===== config.mk =====
export PLATFORM = sky130hd
export DESIGN_NAME = dbg_mem_port
export DESIGN_NICKNAME = d
export VERILOG_FILES = /design/src/rtl/dmp_pkg.sv /design/src/rtl/dmp_regs.sv /design/src/rtl/dmp_addr_gen.sv /design/src/rtl/dmp_bus_fsm.sv /design/src/rtl/dbg_mem_port.sv
export SDC_FILE = /design/constraint.sdc
export NUM_CORES = 1
export LEC_CHECK = 0
export BUFFER_PORTS_ARGS = -buffer_cell sky130_fd_sc_hd__buf_2
export CAP_MARGIN = 10
export CORE_MARGIN = 2
export CORE_UTILIZATION = 50
export CTS_CLUSTER_SIZE = 16
export DETAILED_ROUTE_END_ITERATION = 6
export GPL_ROUTABILITY_DRIVEN = 0
export GPL_TIMING_DRIVEN = 1
export HOLD_SLACK_MARGIN = 0.03
export PLACE_DENSITY = 0.8
export SKIP_CTS_REPAIR_TIMING = 1
export SLEW_MARGIN = 10
export SYNTH_ARGS = -nofsm -noshare
export SYNTH_HDL_FRONTEND = slang
export SYNTH_SLANG_ARGS = --single-unit

===== constraint.sdc =====
create_clock -name clk -period 4.6 [get_ports clk]
set_clock_uncertainty 0.1 [all_clocks]
set_input_delay 0.92 -clock clk [delete_from_list [all_inputs] [get_ports clk]]
set_output_delay 0.92 -clock clk [all_outputs]
set_load 0.02 [all_outputs]

===== src/rtl/dmp_pkg.sv =====
package dmp_pkg;

  typedef enum logic [2:0] {K_NONE, K_CSW, K_TAR, K_DRW, K_BANK} kind_e;

  typedef struct packed {
    logic [2:0] prot;
    logic [3:0] cache;
    logic [1:0] domain;
    logic [1:0] incmode;
    logic [2:0] size;
  } ctl_t;

  localparam ctl_t CTL_RESET = '{prot: 3'b011, cache: 4'h0, domain: 2'b11,
                                 incmode: 2'b00, size: 3'b010};
  localparam logic [1:0] INC_SINGLE = 2'b01;

  // size codes above word are treated as word
  function automatic logic [1:0] eff_size(input logic [2:0] s);
    return (s > 3'd2) ? 2'd2 : s[1:0];
  endfunction

  function automatic kind_e decode(input logic [7:0] a);
    kind_e k;
    if (a == 8'h00)                            k = K_CSW;
    else if (a == 8'h04)                       k = K_TAR;
    else if (a == 8'h0C)                       k = K_DRW;
    else if (a[7:4] == 4'h1 && a[1:0] == 2'b0) k = K_BANK;
    else                                       k = K_NONE;
    return k;
  endfunction

  function automatic logic [31:0] csw_word(input ctl_t c, input logic busy,
                                           input logic den, input logic sen);
    logic [31:0] w;
    w        = '0;
    w[2:0]   = c.size;
    w[4:3]   = c.incmode;
    w[8]     = busy;
    w[9]     = den;
    w[10]    = sen;
    w[14:12] = c.prot;
    w[19:16] = c.cache;
    w[21:20] = c.domain;
    return w;
  endfunction

  function automatic ctl_t csw_unpack(input logic [31:0] w);
    ctl_t c;
    c.size    = w[2:0];
    c.incmode = w[4:3];
    c.prot    = w[14:12];
    c.cache   = w[19:16];
    c.domain  = w[21:20];
    return c;
  endfunction

endpackage


===== src/rtl/dmp_regs.sv =====
module dmp_regs
  import dmp_pkg::*;
#(
  parameter int ADDR_W = 32,
  parameter int DATA_W = 32
) (
  input  logic              clk,
  input  logic              rst_n,
  input  logic              csw_we,
  input  logic              tar_we,
  input  logic [DATA_W-1:0] wdata,
  input  logic              step_en,
  input  logic [ADDR_W-1:0] tar_stepped,
  output ctl_t              ctl,
  output logic [ADDR_W-1:0] tar
);

  always_ff @(posedge clk) begin
    if (!rst_n) begin
      ctl <= CTL_RESET;
      tar <= '0;
    end else begin
      if (csw_we) ctl <= csw_unpack(32'(wdata));
      if (tar_we)       tar <= ADDR_W'(wdata);
      else if (step_en) tar <= tar_stepped;
    end
  end

endmodule


===== src/rtl/dmp_addr_gen.sv =====
module dmp_addr_gen
  import dmp_pkg::*;
#(
  parameter int ADDR_W    = 32,
  parameter int WRAP_BITS = 10
) (
  input  logic [ADDR_W-1:0] tar,
  input  ctl_t              ctl,
  input  logic              is_bank,
  input  logic [1:0]        bank_idx,
  output logic [ADDR_W-1:0] xfer_addr,
  output logic [2:0]        xfer_size,
  output logic [ADDR_W-1:0] tar_stepped
);

  logic [1:0]           esz;
  logic [WRAP_BITS-1:0] low_sum;

  always_comb begin
    esz         = eff_size(ctl.size);
    // carry stays inside the wrap window
    low_sum     = tar[WRAP_BITS-1:0] + (WRAP_BITS'(1) << esz);
    tar_stepped = {tar[ADDR_W-1:WRAP_BITS], low_sum};
    xfer_addr   = is_bank ? (tar + ADDR_W'({bank_idx, 2'b00})) : tar;
    xfer_size   = is_bank ? 3'd2 : {1'b0, esz};
  end

endmodule


===== src/rtl/dmp_bus_fsm.sv =====
module dmp_bus_fsm #(
  parameter int ADDR_W = 32,
  parameter int DATA_W = 32
) (
  input  logic              clk,
  input  logic              rst_n,
  input  logic              start,
  input  logic [ADDR_W-1:0] st_addr,
  input  logic [2:0]        st_size,
  input  logic [2:0]        st_prot,
  input  logic              st_write,
  input  logic [DATA_W-1:0] st_wdata,
  input  logic              st_step,
  input  logic              bus_ack,
  input  logic              bus_err,
  output logic              bus_req,
  output logic [ADDR_W-1:0] bus_addr,
  output logic [2:0]        bus_size,
  output logic [2:0]        bus_prot,
  output logic              bus_write,
  output logic [DATA_W-1:0] bus_wdata,
  output logic              done,
  output logic              step_en
);

  logic busy, step_q;

  always_ff @(posedge clk) begin
    if (!rst_n) begin
      busy      <= 1'b0;
      step_q    <= 1'b0;
      bus_addr  <= '0;
      bus_size  <= '0;
      bus_prot  <= '0;
      bus_write <= 1'b0;
      bus_wdata <= '0;
    end else if (start) begin
      busy      <= 1'b1;
      step_q    <= st_step;
      bus_addr  <= st_addr;
      bus_size  <= st_size;
      bus_prot  <= st_prot;
      bus_write <= st_write;
      bus_wdata <= st_wdata;
    end else if (busy && bus_ack) begin
      busy <= 1'b0;
    end
  end

  assign bus_req = busy;
  assign done    = busy && bus_ack;
  assign step_en = done && !bus_err && step_q;

endmodule


===== src/rtl/dbg_mem_port.sv =====
module dbg_mem_port
  import dmp_pkg::*;
#(
  parameter int ADDR_W    = 32,
  parameter int DATA_W    = 32,
  parameter int REG_AW    = 8,
  parameter int WRAP_BITS = 10
) (
  input  logic              clk,
  input  logic              rst_n,
  input  logic              dbg_en_i,
  input  logic              sec_en_i,
  input  logic              dbg_valid,
  output logic              dbg_ready,
  input  logic [REG_AW-1:0] dbg_addr,
  input  logic              dbg_write,
  input  logic [DATA_W-1:0] dbg_wdata,
  output logic              rsp_valid,
  output logic [DATA_W-1:0] rsp_rdata,
  output logic              rsp_err,
  output logic              bus_req,
  input  logic              bus_ack,
  output logic [ADDR_W-1:0] bus_addr,
  output logic [2:0]        bus_size,
  output logic [2:0]        bus_prot,
  output logic              bus_write,
  output logic [DATA_W-1:0] bus_wdata,
  input  logic [DATA_W-1:0] bus_rdata,
  input  logic              bus_err,
  output logic              xfer_active
);

  ctl_t              ctl;
  logic [ADDR_W-1:0] tar, xfer_addr, tar_stepped;
  logic [2:0]        xfer_size;
  logic              hi_zero, accept, is_data, allowed, start;
  logic              csw_we, tar_we, done, step_en, step_flag;
  kind_e             kind;
  logic [DATA_W-1:0] reg_rdata;

  generate
    if (REG_AW > 8) begin : g_hi
      assign hi_zero = ~|dbg_addr[REG_AW-1:8];
    end else begin : g_nohi
      assign hi_zero = 1'b1;
    end
  endgenerate

  assign kind      = hi_zero ? decode(dbg_addr[7:0]) : K_NONE;
  assign dbg_ready = !bus_req;
  assign accept    = dbg_valid && dbg_ready;
  assign is_data   = (kind == K_DRW) || (kind == K_BANK);
  // secure when protection bit 1 is clear
  assign allowed   = dbg_en_i && (sec_en_i || ctl.prot[1]);
  assign start     = accept && is_data && allowed;
  assign csw_we    = accept && dbg_write && (kind == K_CSW);
  assign tar_we    = accept && dbg_write && (kind == K_TAR);
  assign step_flag = (kind == K_DRW) && (ctl.incmode == INC_SINGLE);
  assign xfer_active = bus_req;

  always_comb begin
    case (kind)
      K_CSW:   reg_rdata = DATA_W'(csw_word(ctl, bus_req, dbg_en_i, sec_en_i));
      K_TAR:   reg_rdata = DATA_W'(tar);
      default: reg_rdata = '0;
    endcase
  end

  dmp_regs #(.ADDR_W(ADDR_W), .DATA_W(DATA_W)) u_regs (
    .clk(clk), .rst_n(rst_n), .csw_we(csw_we), .tar_we(tar_we),
    .wdata(dbg_wdata), .step_en(step_en), .tar_stepped(tar_stepped),
    .ctl(ctl), .tar(tar)
  );

  dmp_addr_gen #(.ADDR_W(ADDR_W), .WRAP_BITS(WRAP_BITS)) u_agen (
    .tar(tar), .ctl(ctl), .is_bank(kind == K_BANK), .bank_idx(dbg_addr[3:2]),
    .xfer_addr(xfer_addr), .xfer_size(xfer_size), .tar_stepped(tar_stepped)
  );

  dmp_bus_fsm #(.ADDR_W(ADDR_W), .DATA_W(DATA_W)) u_fsm (
    .clk(clk), .rst_n(rst_n), .start(start),
    .st_addr(xfer_addr), .st_size(xfer_size), .st_prot(ctl.prot),
    .st_write(dbg_write), .st_wdata(dbg_wdata), .st_step(step_flag),
    .bus_ack(bus_ack), .bus_err(bus_err), .bus_req(bus_req),
    .bus_addr(bus_addr), .bus_size(bus_size), .bus_prot(bus_prot),
    .bus_write(bus_write), .bus_wdata(bus_wdata),
    .done(done), .step_en(step_en)
  );

  always_ff @(posedge clk) begin
    if (!rst_n) begin
      rsp_valid <= 1'b0;
      rsp_rdata <= '0;
      rsp_err   <= 1'b0;
    end else begin
      rsp_valid <= 1'b0;
      if (accept && !start) begin
        rsp_valid <= 1'b1;
        rsp_err   <= is_data;
        rsp_rdata <= dbg_write ? '0 : reg_rdata;
      end else if (done) begin
        rsp_valid <= 1'b1;
        rsp_err   <= bus_err;
        rsp_rdata <= bus_write ? '0 : bus_rdata;
      end
    end
  end

endmodule


# After elaboration in Yosys (flattened, before gate mapping)
# Cells that the tools add are included.
[word_totals]
reg_bits = 153
latchBits = 0
ramBits = 0
mem_bits_ro = 0
in_bits = 80
output_inout_bits = 108
wordCells = 72
mem_count = 0
[classes]
addsub = 2
n_mul = 0
n_div = 0
magnitude_cmp = 1
eq_ne = 8
shifts = 1
muxes = 20
bitwise_logic = 0
reduce_logical = 23
[ops]
columns = ["op", "n"]
rows = [
  ["2-to-1 mux 32 bit", 6],
  ["case mux 32 bit (2 select lines)", 1],
  ["adder 32 x 4 -> 32 bit", 1],
  ["logical AND 1 bit", 13],
  ["2-to-1 mux 3 bit", 4],
  ["adder 10 bit", 1],
  ["2-to-1 mux 10 bit", 1],
  ["<< shifter 1 x 2 -> 10 bit (first input constant)", 1],
  ["== test 8 x 3 -> 1 bit (second input constant)", 1],
  ["== test 8 x 4 -> 1 bit (second input constant)", 1],
  ["zero test 8 bit", 1],
  ["== test 3 x 2 -> 1 bit (second input constant)", 2],
  ["2-to-1 mux 1 bit", 6],
  ["nonzero test 2 bit", 3],
  ["== test 4 x 1 -> 1 bit (second input constant)", 1],
  ["2-to-1 mux 2 bit", 2],
  ["== test 3 x 1 -> 1 bit (second input constant)", 1],
  ["== test 3 bit (second input constant)", 1],
  ["> comparator 3 x 2 -> 1 bit (second input constant)", 1],
  ["zero test 1 bit", 3],
  ["== test 2 x 1 -> 1 bit (second input constant)", 1],
  ["zero test 2 bit", 1],
  ["logical OR 1 bit", 2],
]

# Depth between registers and ports, before layout
[depth]
depth_word = 13
mapped_depth = 11
mapped_depth_nobuf = 11

# Hierarchy
# From an unflattened synthesis, not the netlist that was laid out.
[unflattened]
cells_unflattened = 844
hier_area_um2 = 8399.3
[modules_own_cells]
columns = ["module", "instances", "cells_per_inst", "area_per_inst_um2"]
rows = [
  ["dmp_bus_fsm", 1, 237, 2852.7],
  ["dmp_regs", 1, 187, 2292.2],
  ["dbg_mem_port", 1, 265, 2148.3],
  ["dmp_addr_gen", 1, 155, 1106.1],
]

# Worst setup path before layout
# Ideal clock, no wire load.
[synth_path]
path_kind = "input to register"
start = "input port dbg_addr[7]"
end = "register u_fsm.bus_addr[22]"
setup_time_ns = 0.133
arrival_ns = 2.810
slack_ns = 1.557
stages = 8
n_path_buf = 3
cell_sequence = "or4_1 > buf_2 > or4b_1 > buf_2 > buf_6 > nor4_2 > xnor2_1 > a21oi_2"
[synth_between]
elab_chain_cells = 10
elab_cells_between_ends = 15
classes_between = "eq/ne (5); mux (5); reduce/logical (5)"
[synth_lines]
columns = ["item", "line_no", "source"]
rows = [
  ["from (decl)", "dbg_mem_port.sv:15", "input logic [REG_AW-1:0] dbg_addr,"],
  ["== test 4 x 1 -> 1 bit", "dmp_pkg.sv:27", "else if (a[7:4] == 4'h1 && a[1:0] == 2'b0) k = K_BANK;"],
  ["logical AND 1 bit", "dmp_pkg.sv:27", ""],
  ["2-to-1 mux 3 bit", "dmp_pkg.sv:27", ""],
  ["2-to-1 mux 3 bit", "dmp_pkg.sv:26", "else if (a == 8'h0C) k = K_DRW;"],
  ["2-to-1 mux 3 bit", "dmp_pkg.sv:25", "else if (a == 8'h04) k = K_TAR;"],
  ["2-to-1 mux 3 bit (*)", "dmp_pkg.sv:24", "if (a == 8'h00) k = K_CSW;"],
  ["== test 3 x 2 -> 1 bit / == test 3 bit (equally long branches)", "dbg_mem_port.sv:52, dbg_mem_port.sv:76", ""],
  ["logical OR 1 bit", "dbg_mem_port.sv:52", "assign is_data = (kind == K_DRW) || (kind == K_BANK);"],
  ["logical AND 1 bit (2 in series)", "dbg_mem_port.sv:55", "assign start = accept && is_data && allowed;"],
  ["to (signal assigned)", "dmp_bus_fsm.sv:40", "bus_addr <= st_addr;"],
  ["to (decl)", "dmp_bus_fsm.sv:17", "output logic [ADDR_W-1:0] bus_addr,"],
]
# Mark *: on every way between the ends. The rest lies on a longest branch, timed or not.
# A chain may end at the register's enable or synchronous reset.

# Final worst setup path
[layout_path]
start = "input port dbg_addr[2]"
end = "register u_fsm.bus_addr[16]"
[layout_between]
elab_chain_cells = 8
elab_cells_between_ends = 13
classes_between = "add/sub (1); eq/ne (4); mux (4); reduce/logical (4)"
[layout_lines]
columns = ["item"]
rows = [
  ["parallel branches: the longest is 8 deep, another holds adder 32 x 4 -> 32 bit"],
]
# Several ways; the timed one is not identified.

==> run_results.csv <==
group,metric,value,unit
critical_path,crit_chain,"buf_2 -> ha_1 -> inv_1 -> fa_1 -> or4b_1 -> nor4_1 -> xnor2_1 -> a21oi_1",
pwr,p_leak,3.46,nW
cells_and_area,drive_above_1_share,25.3,%
grt,grt_pass1_vias,6290,
floorplanning,initial_utilization,51.3,%
run_status,status,"finished clean",
clock_network,cts_num_sinks,152,
sta,hold_viol,0,
min_path,min_from,"u_regs.ctl[7]$_SDFFE_PN0P_",
synthesis,synth_cell_types,50,
pwr,pwr_density_cell,328,nW/um^2
critical_path,rr_worst_depth,7,
synthesis,synth_edf_count,0,
cells_and_area,fillCellCount,1246,
clock_network,cts_inserted_buffers,17,
pwr,vdd_drop_max,251,uV
cells_and_area,area_growth,21.3,%
sta,max_slew_margin,39.5,%
critical_path,worst_path_max_delay_cell,"or4b_1",
cells_and_area,fin_nets,1126,
synthesis,yosys.area.top_type,"dfxtp_1",
floorplanning,pin_count,188,
pwr,total_power,2.84,mW
detailed_routing,antenna_left,0,
floorplanning,dieArea,15200,sq um
floorplanning,rows,43,
sta,final-max-slew-violation-count,0,
sta,tightestPinTransition,0.902,ns
min_path,min_path_type,"reg2reg",
clock_network,cts_tree,"yes",
sta,post-route-period-util,75.8,%
detailed_routing,vias_per_cell,5.69,
synthesis,syn-cell-area,7120,sq um
synthesis,synthCells,902,
critical_path,endpoint_kind,"flop",
clock_network,cts_max_path_buffers,2,
clock_network,root_buffer,"clkbuf_16",
place,hpwlAfterDp,14.6,mm
synthesis,ys_seq_elements,152,
job,drv_cap,0,
synthesis,synth_common_cells,"nand2_1 (167), dfxtp_1 (152), a21oi_1 (150), clkbuf_1 (62), nand3_1 (37)",
detailed_routing,wl_per_cell,17.0,um
grt,grt_pass1_wl,31.9,mm
critical_path,rrSetupSlack,1.68,ns
synthesis,yosysMostFrequentCell,"nand2_1",
critical_path,cp.arrival,3.69,ns
detailed_routing,via_count,7004,
critical_path,crit_fanout,25,
critical_path,worstSetupPathType,"in2reg",
floorplanning,coreArea,13900,sq um
synthesis,synth_seq_area_share,42.7,%
floorplanning,die_w,123,um
sta,min_period,3.49,ns
critical_path,max_stage_delay,0.87,ns
sta,setup_viol,0,
place,io_buffers,186,
synthesis,synthTopCellsByArea,"dfxtp_1 (43%), a21oi_1 (11%), nand2_1 (8.8%)",
synthesis,synth_top_area_share,42.7,%
synthesis,ys.flop_type,"dfxtp_1",
detailed_routing,drt-total-wl,20.9,mm
min_path,hold_path_end,"u_regs.ctl[7]$_SDFFE_PN0P_",
sta,holdWs,0.350,ns
synthesis,async_reset_ff_share,0,%
detailed_routing,post-route-drc-count,0,
detailed_routing,dr.pass1.iters,5,
critical_path,critPathLaunchType,"input port",
critical_path,cp.required,4.80,ns
grt,grt_max_degree,64,
sta,fmax,287,MHz
sta,finalSetupTns,0,ns
clock_network,htreeDepth,4,
sta,rsz0062_at_grt,"no",
grt,grtUsageTotal,27.3,%
detailed_routing,drt_iter0_drc,658,
floorplanning,die_h,123,um
clock_network,clk_latency,0.42,ns
critical_path,worstReg2RegStart,"u_regs.tar[2]$_SDFFE_PN0P_",
cells_and_area,seqCellArea,3040,sq um
synthesis,avgSynthCellArea,7.89,sq um
clock_network,clkSlewWorstSetupHoldPaths,0.06,ns
critical_path,r2r-end,"u_fsm.bus_addr[16]$_SDFFE_PN0P_",
grt,antenna_found_initial,1,
min_path,whs_path_depth,2,
cells_and_area,multiInputGateArea,3680,sq um
synthesis,yosys_warnings,0,
grt,grt-ovfl-total,0,
## power by group
part           leakage [nW]  internal [mW]  switching (mW)
clock network         0.291          0.863           0.530
logic                  1.95         0.0432          0.0765
registers              1.22           1.32         0.00288
total                  3.46           2.23           0.609
## flip-flops by register name (all words and copies together) (netlist names), 2 cells and up
signal	cells
u_fsm.bus_prot	3
u_regs.ctl	14
u_fsm.bus_wdata	32
u_regs.tar	32
rsp_rdata	32
u_fsm.bus_addr	32
u_fsm.bus_size	2
## logic make-up (layout without fill, tap and decap cells)
group	count (synthesis)	count (layout)	share of synthesized area, %
and+or+nand+nor	369	369	26.2
DFF	152	152	42.7
muxes	17	17	2.39
adders and majority gates	8	8	1.62
AOI/OAI and AO/OA	221	221	17.0
buffers and inverters	99	245	5.69
xor gates and xnor gates	35	35	4.30
other	1	4	0.0527
## layer usage
metal / track usage [%] / routed length [um]
met1: 36.0 / 8980
met4: 14.9 / 852
met2: 40.9 / 9510
met5: 0 / 0
met3: 6.69 / 1590
## cells in the final DEF (no fill, tap or decap), types with 3 or more instances in the layout
master and instances:
and3_1 34, a21oi_2 5, ha_1 6, nand2b_1 3
nor4_2 11, o21ai_0 31, nor3_1 26, buf_2 186
a211oi_1 8, clkbuf_8 5, xor2_1 5, a31oi_1 3
a21oi_1 150, buf_4 10, nand2_1 167, and4_1 4
clkbuf_16 17, inv_1 17, dfxtp_1 152, nor2_1 31
nand3_1 37, nor2b_1 3, nand4_1 13, or2_2 16
nor4_1 7, o21a_1 16, xnor2_1 30, mux2i_1 17
clkinv_2 3
## layout make-up
type | count | share of cell area, %
diodes | 2 | 0.0580
clock buffers | 23 | 5.77
clock inverters | 7 | 1.06
inverters | 18 | 0.782
multi-input cells | 652 | 42.6
flip-flops and latches | 152 | 35.2
well taps | 180 | 2.61
repair buffers | 197 | 11.9
## critical path, delay by kind of cell
kind / cells / cell delay [ns]
buffers and inverters: 2 / 0.52
and+or+nand+nor: 2 / 1.34
xor gates and xnor gates: 1 / 0.19
AOI/OAI and AO/OA: 1 / 0.10
adders and majority gates: 2 / 0.60
## through the flow
stage                     setup slack, ns  area [sq um]  util [%]  cells
final                                1.11          8640      62.2   1231
after global routing                 1.01          8630      62.2   1230
after CTS                            1.14          8630      62.2   1229
after detailed placement            0.763          8040      57.9   1199
after global placement              0.808          8040      57.9   1199
after floorplan                      1.56          7120         -    903
## how the worst max path moves through the flow
stage	start	end	slack, ns
final	dbg_addr[2]	u_fsm.bus_addr[16]$_SDFFE_PN0P_	1.11
after global routing	dbg_addr[2]	u_fsm.bus_addr[18]$_SDFFE_PN0P_	1.01
after CTS	dbg_addr[2]	u_fsm.bus_addr[16]$_SDFFE_PN0P_	1.14
after detailed placement	dbg_addr[2]	u_fsm.bus_addr[16]$_SDFFE_PN0P_	0.76
after global placement	dbg_addr[2]	u_fsm.bus_addr[16]$_SDFFE_PN0P_	0.81
after floorplan	dbg_addr[7]	u_fsm.bus_addr[22]$_SDFFE_PN0P_	1.56
Power figures use the tool's default switching activity.
